File: config.mk
export PLATFORM = sky130hd
export DESIGN_NAME = pps_cycle_counter
export DESIGN_NICKNAME = d
export VERILOG_FILES = /design/src/rtl/pps_meas_pkg.sv /design/src/rtl/pps_sync_edge.sv /design/src/rtl/interval_capture.sv /design/src/rtl/decade_accum.sv /design/src/rtl/pps_cycle_counter.sv
export SDC_FILE = /design/constraint.sdc
export NUM_CORES = 1
export LEC_CHECK = 0
export BUFFER_PORTS_ARGS = -buffer_cell sky130_fd_sc_hd__buf_4
export CAP_MARGIN = 20
export CORE_ASPECT_RATIO = 2
export CORE_UTILIZATION = 55
export CTS_CLUSTER_SIZE = 8
export DETAILED_ROUTE_END_ITERATION = 12
export PLACE_DENSITY = 0.87
export SLEW_MARGIN = 20
export SYNTH_ARGS = -nofsm -noshare
export SYNTH_HDL_FRONTEND = slang
export SYNTH_HIERARCHICAL = 1
export SYNTH_SLANG_ARGS = --single-unit
File: constraint.sdc
create_clock -name clk -period 2.8 [get_ports clk]
set_input_delay 0.14 -clock clk [delete_from_list [all_inputs] [get_ports clk]]
set_output_delay 0.14 -clock clk [all_outputs]
set_load 0.03 [all_outputs]
File: src/rtl/pps_meas_pkg.sv
// Package: pps_meas_pkg
// Shared helpers for the PPS cycle counter: interval-length arithmetic
// used when elaborating the decade accumulators.
package pps_meas_pkg;

    // Length, in seconds, of decade entry k: ratio raised to (k+1).
    function automatic int unsigned decade_len(input int unsigned ratio, input int unsigned k);
        int unsigned r;
        r = ratio;
        for (int unsigned i = 0; i < k; i++) begin
            r = r * ratio;
        end
        return r;
    endfunction

endpackage

File: src/rtl/pps_sync_edge.sv
// Module: pps_sync_edge
// Brings the asynchronous PPS level into the clock domain through a
// SYNC_STAGES-deep flop chain and produces a single-cycle rise pulse.
// Assumes the PPS input stays low for at least two clock cycles between
// pulses; a held-high level gives a single pulse.
module pps_sync_edge #(
    parameter int SYNC_STAGES = 2
) (
    input  logic clk,
    input  logic rst_n,
    input  logic pps_async,
    output logic rise_pulse
);
    localparam int CHAIN = SYNC_STAGES + 1;

    logic [CHAIN-1:0] chain_q;

    // Shift the raw level through the synchronizer plus one history flop.
    always_ff @(posedge clk) begin
        if (!rst_n) begin
            chain_q <= '0;
        end else begin
            chain_q <= {chain_q[CHAIN-2:0], pps_async};
        end
    end

    // Rise seen when the synchronized level is high and its history is low.
    always_comb begin
        rise_pulse = chain_q[SYNC_STAGES-1] & ~chain_q[SYNC_STAGES];
    end
endmodule

File: src/rtl/interval_capture.sv
// Module: interval_capture
// Keeps a free-running cycle counter that is never cleared after reset.
// On each rise pulse it records a snapshot; from the second pulse on it
// reports the modular difference to the previous snapshot. It also keeps
// a saturating cycles-since-edge counter that drives the timeout flag.
// Assumes TMO_CYC >= 2.
module interval_capture #(
    parameter int CNT_W   = 32,
    parameter int TMO_CYC = 75_000_000
) (
    input  logic             clk,
    input  logic             rst_n,
    input  logic             rise,
    output logic [CNT_W-1:0] sec_count,
    output logic             sec_valid,
    output logic             pps_timeout
);
    localparam int TW = $clog2(TMO_CYC + 1);
    localparam logic [TW-1:0] TMO_SAT  = TW'(TMO_CYC);
    localparam logic [TW-1:0] TMO_LAST = TW'(TMO_CYC - 1);

    logic [CNT_W-1:0] free_cnt;
    logic [CNT_W-1:0] snap_q;
    logic             armed_q;
    logic [TW-1:0]    idle_cnt;

    // Free-running cycle counter; wraps naturally modulo 2^CNT_W.
    always_ff @(posedge clk) begin
        if (!rst_n) begin
            free_cnt <= '0;
        end else begin
            free_cnt <= free_cnt + 1'b1;
        end
    end

    // Snapshot on each rise and publish the difference once armed.
    always_ff @(posedge clk) begin
        if (!rst_n) begin
            snap_q    <= '0;
            armed_q   <= 1'b0;
            sec_count <= '0;
            sec_valid <= 1'b0;
        end else if (rise) begin
            snap_q    <= free_cnt;
            armed_q   <= 1'b1;
            sec_valid <= armed_q;
            if (armed_q) begin
                sec_count <= free_cnt - snap_q;
            end
        end else begin
            sec_valid <= 1'b0;
        end
    end

    // Count idle cycles since the last rise and flag a missing reference.
    always_ff @(posedge clk) begin
        if (!rst_n) begin
            idle_cnt    <= '0;
            pps_timeout <= 1'b0;
        end else if (rise) begin
            idle_cnt    <= '0;
            pps_timeout <= 1'b0;
        end else if (idle_cnt != TMO_SAT) begin
            idle_cnt <= idle_cnt + 1'b1;
            if (idle_cnt == TMO_LAST) begin
                pps_timeout <= 1'b1;
            end
        end
    end
endmodule

File: src/rtl/decade_accum.sv
// Module: decade_accum
// Sums LEN consecutive per-second samples into a TOTAL_W accumulator.
// When the LEN-th sample arrives it publishes the total with a one-cycle
// strobe and restarts from zero. Assumes LEN >= 2 and TOTAL_W >= CNT_W.
module decade_accum #(
    parameter int          CNT_W   = 32,
    parameter int          TOTAL_W = 40,
    parameter int unsigned LEN     = 10
) (
    input  logic               clk,
    input  logic               rst_n,
    input  logic [CNT_W-1:0]   sample,
    input  logic               sample_valid,
    output logic [TOTAL_W-1:0] total,
    output logic               total_valid
);
    localparam int TLW = (LEN > 2) ? $clog2(LEN) : 1;
    localparam logic [TLW-1:0] TALLY_LAST = TLW'(LEN - 1);

    logic [TOTAL_W-1:0] acc_q;
    logic [TLW-1:0]     tally_q;
    logic [TOTAL_W-1:0] sample_ext;

    // Zero-extend the per-second sample to the accumulator width.
    always_comb begin
        sample_ext = {{(TOTAL_W - CNT_W){1'b0}}, sample};
    end

    // Accumulate samples; on the last one of the interval, publish and restart.
    always_ff @(posedge clk) begin
        if (!rst_n) begin
            acc_q       <= '0;
            tally_q     <= '0;
            total       <= '0;
            total_valid <= 1'b0;
        end else if (sample_valid) begin
            if (tally_q == TALLY_LAST) begin
                total       <= acc_q + sample_ext;
                total_valid <= 1'b1;
                acc_q       <= '0;
                tally_q     <= '0;
            end else begin
                acc_q       <= acc_q + sample_ext;
                tally_q     <= tally_q + 1'b1;
                total_valid <= 1'b0;
            end
        end else begin
            total_valid <= 1'b0;
        end
    end
endmodule

File: src/rtl/pps_cycle_counter.sv
// Module: pps_cycle_counter (top)
// Measures the running clock against a PPS reference with no gate dead
// time. It produces a per-second count and NUM_DEC long-interval totals of
// RATIO^(k+1) seconds each, plus a reference-timeout flag.
// Assumes RATIO >= 2 and that TOTAL_W is wide enough for the longest total.
module pps_cycle_counter #(
    parameter int CNT_W   = 32,
    parameter int TOTAL_W = 40,
    parameter int RATIO   = 10,
    parameter int NUM_DEC = 4,
    parameter int TMO_CYC = 75_000_000
) (
    input  logic                            clk,
    input  logic                            rst_n,
    input  logic                            pps_in,
    output logic [CNT_W-1:0]                sec_count,
    output logic                            sec_valid,
    output logic [NUM_DEC-1:0][TOTAL_W-1:0] dec_total,
    output logic [NUM_DEC-1:0]              dec_valid,
    output logic                            pps_timeout
);
    logic pps_rise;

    pps_sync_edge #(
        .SYNC_STAGES (2)
    ) sync_i (
        .clk        (clk),
        .rst_n      (rst_n),
        .pps_async  (pps_in),
        .rise_pulse (pps_rise)
    );

    interval_capture #(
        .CNT_W   (CNT_W),
        .TMO_CYC (TMO_CYC)
    ) cap_i (
        .clk         (clk),
        .rst_n       (rst_n),
        .rise        (pps_rise),
        .sec_count   (sec_count),
        .sec_valid   (sec_valid),
        .pps_timeout (pps_timeout)
    );

    // One accumulator per decade; all fed from the same per-second samples.
    for (genvar k = 0; k < NUM_DEC; k++) begin : g_dec
        localparam int unsigned LEN_K = pps_meas_pkg::decade_len(RATIO, k);

        decade_accum #(
            .CNT_W   (CNT_W),
            .TOTAL_W (TOTAL_W),
            .LEN     (LEN_K)
        ) acc_i (
            .clk          (clk),
            .rst_n        (rst_n),
            .sample       (sec_count),
            .sample_valid (sec_valid),
            .total        (dec_total[k]),
            .total_valid  (dec_valid[k])
        );
    end
endmodule

* After elaboration in Yosys (flattened, before gate mapping)
Index checks and enable logic that the tools add are counted.
** Operators by class
- Add/subtract/negate cells :: 11
- Multiply operators :: 0
- Div/mod/pow operators :: 0
- $lt $le $gt $ge :: 0
- Eq/ne operators :: 6
- Shift operators :: 0
- Multiplexer cells :: 12
- Bitwise operators :: 3
- Reduce and logical (&&, ||, !) cells :: 9
** Operators with widths (count)
- adder 40 x 32 -> 40 bit :: 4
- two-way mux 40 bit :: 4
- adder 32 x 1 -> 32 bit, second input constant :: 1
- subtractor 32 bit :: 1
- adder 27 x 1 -> 27 bit, second input constant :: 1
- == test 27 bit, second input constant :: 1
- inequality test 27 bit, second input constant :: 1
- AND reduction 2 bit :: 8
- adder 14 x 1 -> 14 bit, second input constant :: 1
- == test 14 bit, second input constant :: 1
- two-way mux 14 bit :: 1
- adder 10 x 1 -> 10 bit, second input constant :: 1
- == test 10 bit, second input constant :: 1
- two-way mux 10 bit :: 1
- adder 7 x 1 -> 7 bit, second input constant :: 1
- == test 7 bit, second input constant :: 1
- two-way mux 7 bit :: 1
- adder 4 x 1 -> 4 bit, second input constant :: 1
- == test 4 bit, second input constant :: 1
- two-way mux 1 bit :: 4
- two-way mux 4 bit :: 1
- inverter 1 bit :: 2
- OR reduction 2 bit :: 1
- bitwise AND 1 bit :: 1
** Storage, ports and cells
- Register bits :: 488
- Bits in latches :: 0
- RAM bits :: 0
- Bits in read-only memories :: 0
- Bits of input ports :: 3
- Output and inout port bits :: 198
- Logic and storage cells :: 65
- Memories kept :: 0

* Depth between registers and ports, before layout
- Depth in word-level cells :: 3
- Gate-level depth with buffers :: 11
- Depth with buffers taken out :: 11

* Hierarchy
The synthesis kept the hierarchy.
** Modules (own cells, without submodules)
- interval_capture :: instances 1, cells an instance 822, area each 6652.6 um^2, seq. area each 2522.4 um^2
- decade_accum (g_dec[3].acc_i) :: instances 1, cells an instance 689, area each 5447.7 um^2, seq. area each 1901.8 um^2
- decade_accum (g_dec[2].acc_i) :: instances 1, cells an instance 651, area each 5233.8 um^2, seq. area each 1821.7 um^2
- decade_accum (g_dec[0].acc_i) :: instances 1, cells an instance 618, area each 4916.0 um^2, seq. area each 1701.6 um^2
- decade_accum (g_dec[1].acc_i) :: instances 1, cells an instance 524, area each 4739.5 um^2, seq. area each 1761.7 um^2
- pps_sync_edge :: instances 1, cells an instance 7, area each 92.6 um^2, seq. area each 60.1 um^2

* Worst setup path after synthesis
OpenSTA, ideal clock, no wires.
- Path kind :: reg2reg
- From :: register cap_i.sec_count[0]
- To :: register g_dec[0].acc_i.total[32]
- Setup time :: 0.117 ns
- Arrival :: 3.106 ns
- Data required time :: 2.683 ns
- Slack :: -0.424 ns
- Cell stages (with the launch flop) :: 12
- Path buffers :: 0
- Period minus slack after synthesis :: 3.224 ns
- Cell sequence :: dfxtp_1 -> ha_1 -> fa_1 -> a21o_1 -> a221oi_2 -> nor4b_2 -> o31a_1 -> nor4_4 -> o31ai_2 -> a221oi_4 -> mux2i_1 -> nand2_1
** Between the ends
- Cells in the longest elaborated chain, start to end :: 1
** Ends and longest elaborated chain
- from (decl) :: RTL line interval_capture.sv:14 : output logic [CNT_W-1:0] sec_count,
- from (signal assigned) :: RTL line interval_capture.sv:48 : sec_count <= free_cnt - snap_q;
- adder 40 x 32 -> 40 bit :: RTL line decade_accum.sv:38 : total <= acc_q + sample_ext;
- to (signal assigned) :: RTL line decade_accum.sv:38
- to (decl) :: RTL line decade_accum.sv:14 : output logic [TOTAL_W-1:0] total,
Every way passes these cells.
A chain may end at the register's enable or synchronous reset.

* Worst setup path after layout
- From :: register cap_i.sec_count[4]
- To :: register g_dec[3].acc_i.acc_q[7]
** Between the ends
- Cells in the longest elaborated chain, start to end :: 2
** Ends and longest elaborated chain
- adder 40 x 32 -> 40 bit :: RTL line decade_accum.sv:43 : acc_q <= acc_q + sample_ext;
- two-way mux 40 bit :: RTL line decade_accum.sv:37 : if (tally_q == TALLY_LAST) begin
- to (signal assigned) :: RTL line decade_accum.sv:43
- to (decl) :: RTL line decade_accum.sv:20 : logic [TOTAL_W-1:0] acc_q;
Every way passes these cells.

==> impl_metrics.json <==
{
  "status": "finished, violations left",
  "violations": "setup timing",
  "arrival_ns": 3.80,
  "critPathKind": "reg -> reg",
  "antenna_left": 0,
  "critPathCaptureType": "flop",
  "yosysWarnings": 6,
  "max_stage_delay_ns": 0.60,
  "hold_violations": 0,
  "min_path_cells": 2,
  "finClkSkew_ns": 0.0192,
  "grt_pass1_wl_um": 145000,
  "rrSetupSlack_ns": -0.55,
  "die_area_um2": 50200,
  "crit_path_top_delay_cell": "xor2_1",
  "root_buffer": "clkbuf_16",
  "peakVddDrop_mv": 0.414,
  "drcViolationCount": 0,
  "dieHeight_um": 316,
  "yosys-top-cells-area": "dfxtp_1, ha_1, a21oi_1",
  "routed-wl-met2_um": 47800,
  "drt-total-wl_um": 101000,
  "clock.fmax_ghz": 0.299,
  "cap_violations": 0,
  "syn_area_per_cell_um2": 8.18,
  "yosysSeqAreaShare": 0.361,
  "avgRoutedWirePerCell_um": 22.5,
  "synth_seq_cells": 488,
  "worst_skew_pair.late_latency_ns": 0.60,
  "drv_slew": 0,
  "cp_common_cell": "buf_4",
  "vias_per_cell": 6.37,
  "antenna_found_initial": 1,
  "clk_path_buf_depth": 3,
  "vias": 28469,
  "grt-ovfl-total": 0,
  "whs_endpoint": "g_dec[1].acc_i/tally_q[0]",
  "dp.cells": 4330,
  "rr_startpoint": "cap_i/sec_count[4]",
  "fp.coreArea_um2": 48500,
  "syn_inst": 3311,
  "max-slew-margin-rel": 0.266,
  "dr.max_layer_used": "met5",
  "setup_violations": 140,
  "portBuffers": 200,
  "worstPathMaxFanout": 4,
  "yosys.cell_count.top_type": "dfxtp_1",
  "syn_nets": 3484,
  "synth_edf_count": 0,
  "met1_length_um": 33300,
  "finalNetCount": 4001,
  "htreeDepth": 3,
  "holdCritStartpoint": "rst_n",
  "layout-drive-gt1-share": 0.255,
  "ioPinCount": 201,
  "clk_pin_slew_worst_paths_ns": 0.06,
  "fin_crit_ns": 3.35,
  "diodes": 0,
  "r2r_cells": 12,
  "syn_to_final_growth_pct": 31.7,
  "place_hpwl_um": 66700,
  "reg2reg_to": "g_dec[3].acc_i/acc_q[7]",
  "worstPathCellList": "buf_4 -> ha_1 -> buf_4 -> nor3_1 -> nor2_1 -> a31oi_2 -> buf_4 -> buf_4 -> xor2_1 -> nor2_1 -> a21oi_1 -> nor2_1",
  "worstPathRequired_ns": 3.25,
  "cts_tree": "yes",
  "power_mw": 15.1,
  "yosys.cell_types.count": 107,
  "rows": 114,
  "grt_pass1_vias": 27544,
  "numClockSinks": 488,
  "syn-cell-area_um2": 27100,
  "power.density_nw_per_um2": 423,
  "synthTopCellsByCount": "dfxtp_1, nand2_1, nor2_1, a21oi_1, o21ai_0",
  "grt_usage": 0.366,
  "final_util": 0.736,
  "setup_slack_ns": -0.546,
  "die_w_um": 159,
  "start_util": 0.558,
  "cts_made_buffers": 70,
  "grt_setup_unrepaired": "yes",
  "ys.flop_type": "dfxtp_1",
  "synthArstFlopShare": 0,
  "fin_cells": 4472,
  "gp_congestion": 1.03,
  "cp-start-kind": "flop",
  "wl_met3_um": 8670,
  "firstDrtPassIters": 8,
  "yosysTopAreaCellShare": 0.361,
  "synth_top_area_cell": "dfxtp_1",
  "grt_max_degree": 59,
  "p_leak_nw": 14.9,
  "drt-initial-drc-count": 2842,
  "worstMarginPinSlew_ns": 1.10,
  "period_share": 1.20,
  "hp-class": "in -> reg"
}
critical path, delay by kind of cell (launching register included):
family | cells | cell delay [ns]
AND/OR/NAND/NOR | 4 | 0.71
buffers and inverters | 4 | 0.61
XOR/XNOR | 1 | 0.60
AO/OA/AOI/OAI | 2 | 0.54
flip-flops | 1 | 0.40
adder cells (fa/ha/maj) | 1 | 0.33
routing by layer:
layer / GRT usage / vias to the layer above
met5: 0 / -
met4: 0.330 / 2
met3: 0.0794 / 720
met2: 0.648 / 1661
met1: 0.358 / 13326
li1: - / 12760
worst max path at each step:
| stage | from | to | slack (ns) | cells after the start |
|---|---|---|---|---|
| after floorplan | cap_i/sec_count[0] | g_dec[0].acc_i/total[32] | -0.04 | 11 |
| after global placement | cap_i/sec_count[0] | g_dec[2].acc_i/total[22] | -0.26 | 11 |
| after detailed placement | cap_i/sec_count[0] | g_dec[2].acc_i/total[22] | -0.31 | 11 |
| after CTS | cap_i/sec_count[0] | g_dec[0].acc_i/total[32] | -0.26 | 12 |
| after global routing | cap_i/sec_count[4] | g_dec[3].acc_i/acc_q[7] | -0.51 | 12 |
| final | cap_i/sec_count[4] | g_dec[3].acc_i/acc_q[7] | -0.55 | 12 |
where the power goes:
group          leakage (nW)  switching [mW]  internal, mW
combinational          10.1           0.377         0.215
sequential             3.94          0.0187          6.97
clock                 0.907            3.07          4.43
flip-flops by register name, indices dropped and copies added, names as in the netlist, 3 cells and up:
| register | count |
|---|---|
| g_dec.acc_i/acc_q | 160 |
| g_dec.acc_i/total | 160 |
| g_dec.acc_i/tally_q | 35 |
| cap_i/free_cnt | 32 |
| cap_i/sec_count | 32 |
| cap_i/snap_q | 32 |
| cap_i/idle_cnt | 27 |
| g_dec.acc_i/total_valid | 4 |
| sync_i/chain_q | 3 |
what timing repair did:
item,in CTS,in global routing
pin swaps,79,160
hold buffers,1,0
gates cloned,0,1
resized for setup,94,272
buffers inserted,30,35
hold endpoints to repair,1,0
endpoints found under the setup margin,123,207
placed cells by master, fill, tap and decap left out, types with 16 or more instances in the layout:
master / n
o21ai_2: 16
and3_1: 36
ha_1: 138
o21ai_1: 55
nor2_1: 336
buf_6: 31
clkbuf_16: 71
a22oi_1: 32
ha_4: 22
xor2_1: 94
inv_1: 92
and2_1: 48
buf_4: 564
o21ai_0: 123
nand3_1: 133
a21boi_0: 19
o21bai_1: 24
xnor2_2: 23
o21a_1: 20
mux2i_1: 47
dfxtp_1: 476
a21o_1: 70
or3_1: 27
xnor2_1: 93
a21oi_2: 29
a21oi_1: 249
nand2_1: 365
nor2b_1: 39
a22o_1: 56
nor3_1: 44
nand4_1: 66
a31oi_1: 25
o211ai_1: 22
cell type report:
class                      count  area [µm²]
clock inverter                 7        97.6
timing repair buffer         610        4880
multi-input combinational   2561       18000
fill                        3212       12800
tap                          638         798
inverter                      97         364
clock buffer                  71        1760
sequential                   488        9800
cells by family (layout without fill, tap and decap cells):
kind of cell    count (synthesis)  in the layout  share of synthesized area
simple gates                 1216           1216                      0.211
compound gates                903            903                      0.221
flops                         488            488                      0.361
buf+inv                       262            785                     0.0372
xor+xnor                      224            224                     0.0724
fa+ha+maj                     170            170                     0.0799
mux                            48             48                     0.0178
through the flow:
step           setup WS, ns  setup TNS, ns  cell area, µm²  hold WS, ns
2_1_floorplan       -0.0431         -0.122           27100        0.262
3_3_place_gp         -0.262          -4.02           31600        0.360
3_5_place_dp         -0.308          -8.22           31600        0.382
4_1_cts              -0.261          -4.41           34200       0.0224
5_1_grt              -0.511         -34.44           35700       0.0641
6_report             -0.546         -21.68           35700       0.0694
(Power assumes the default switching activity.)
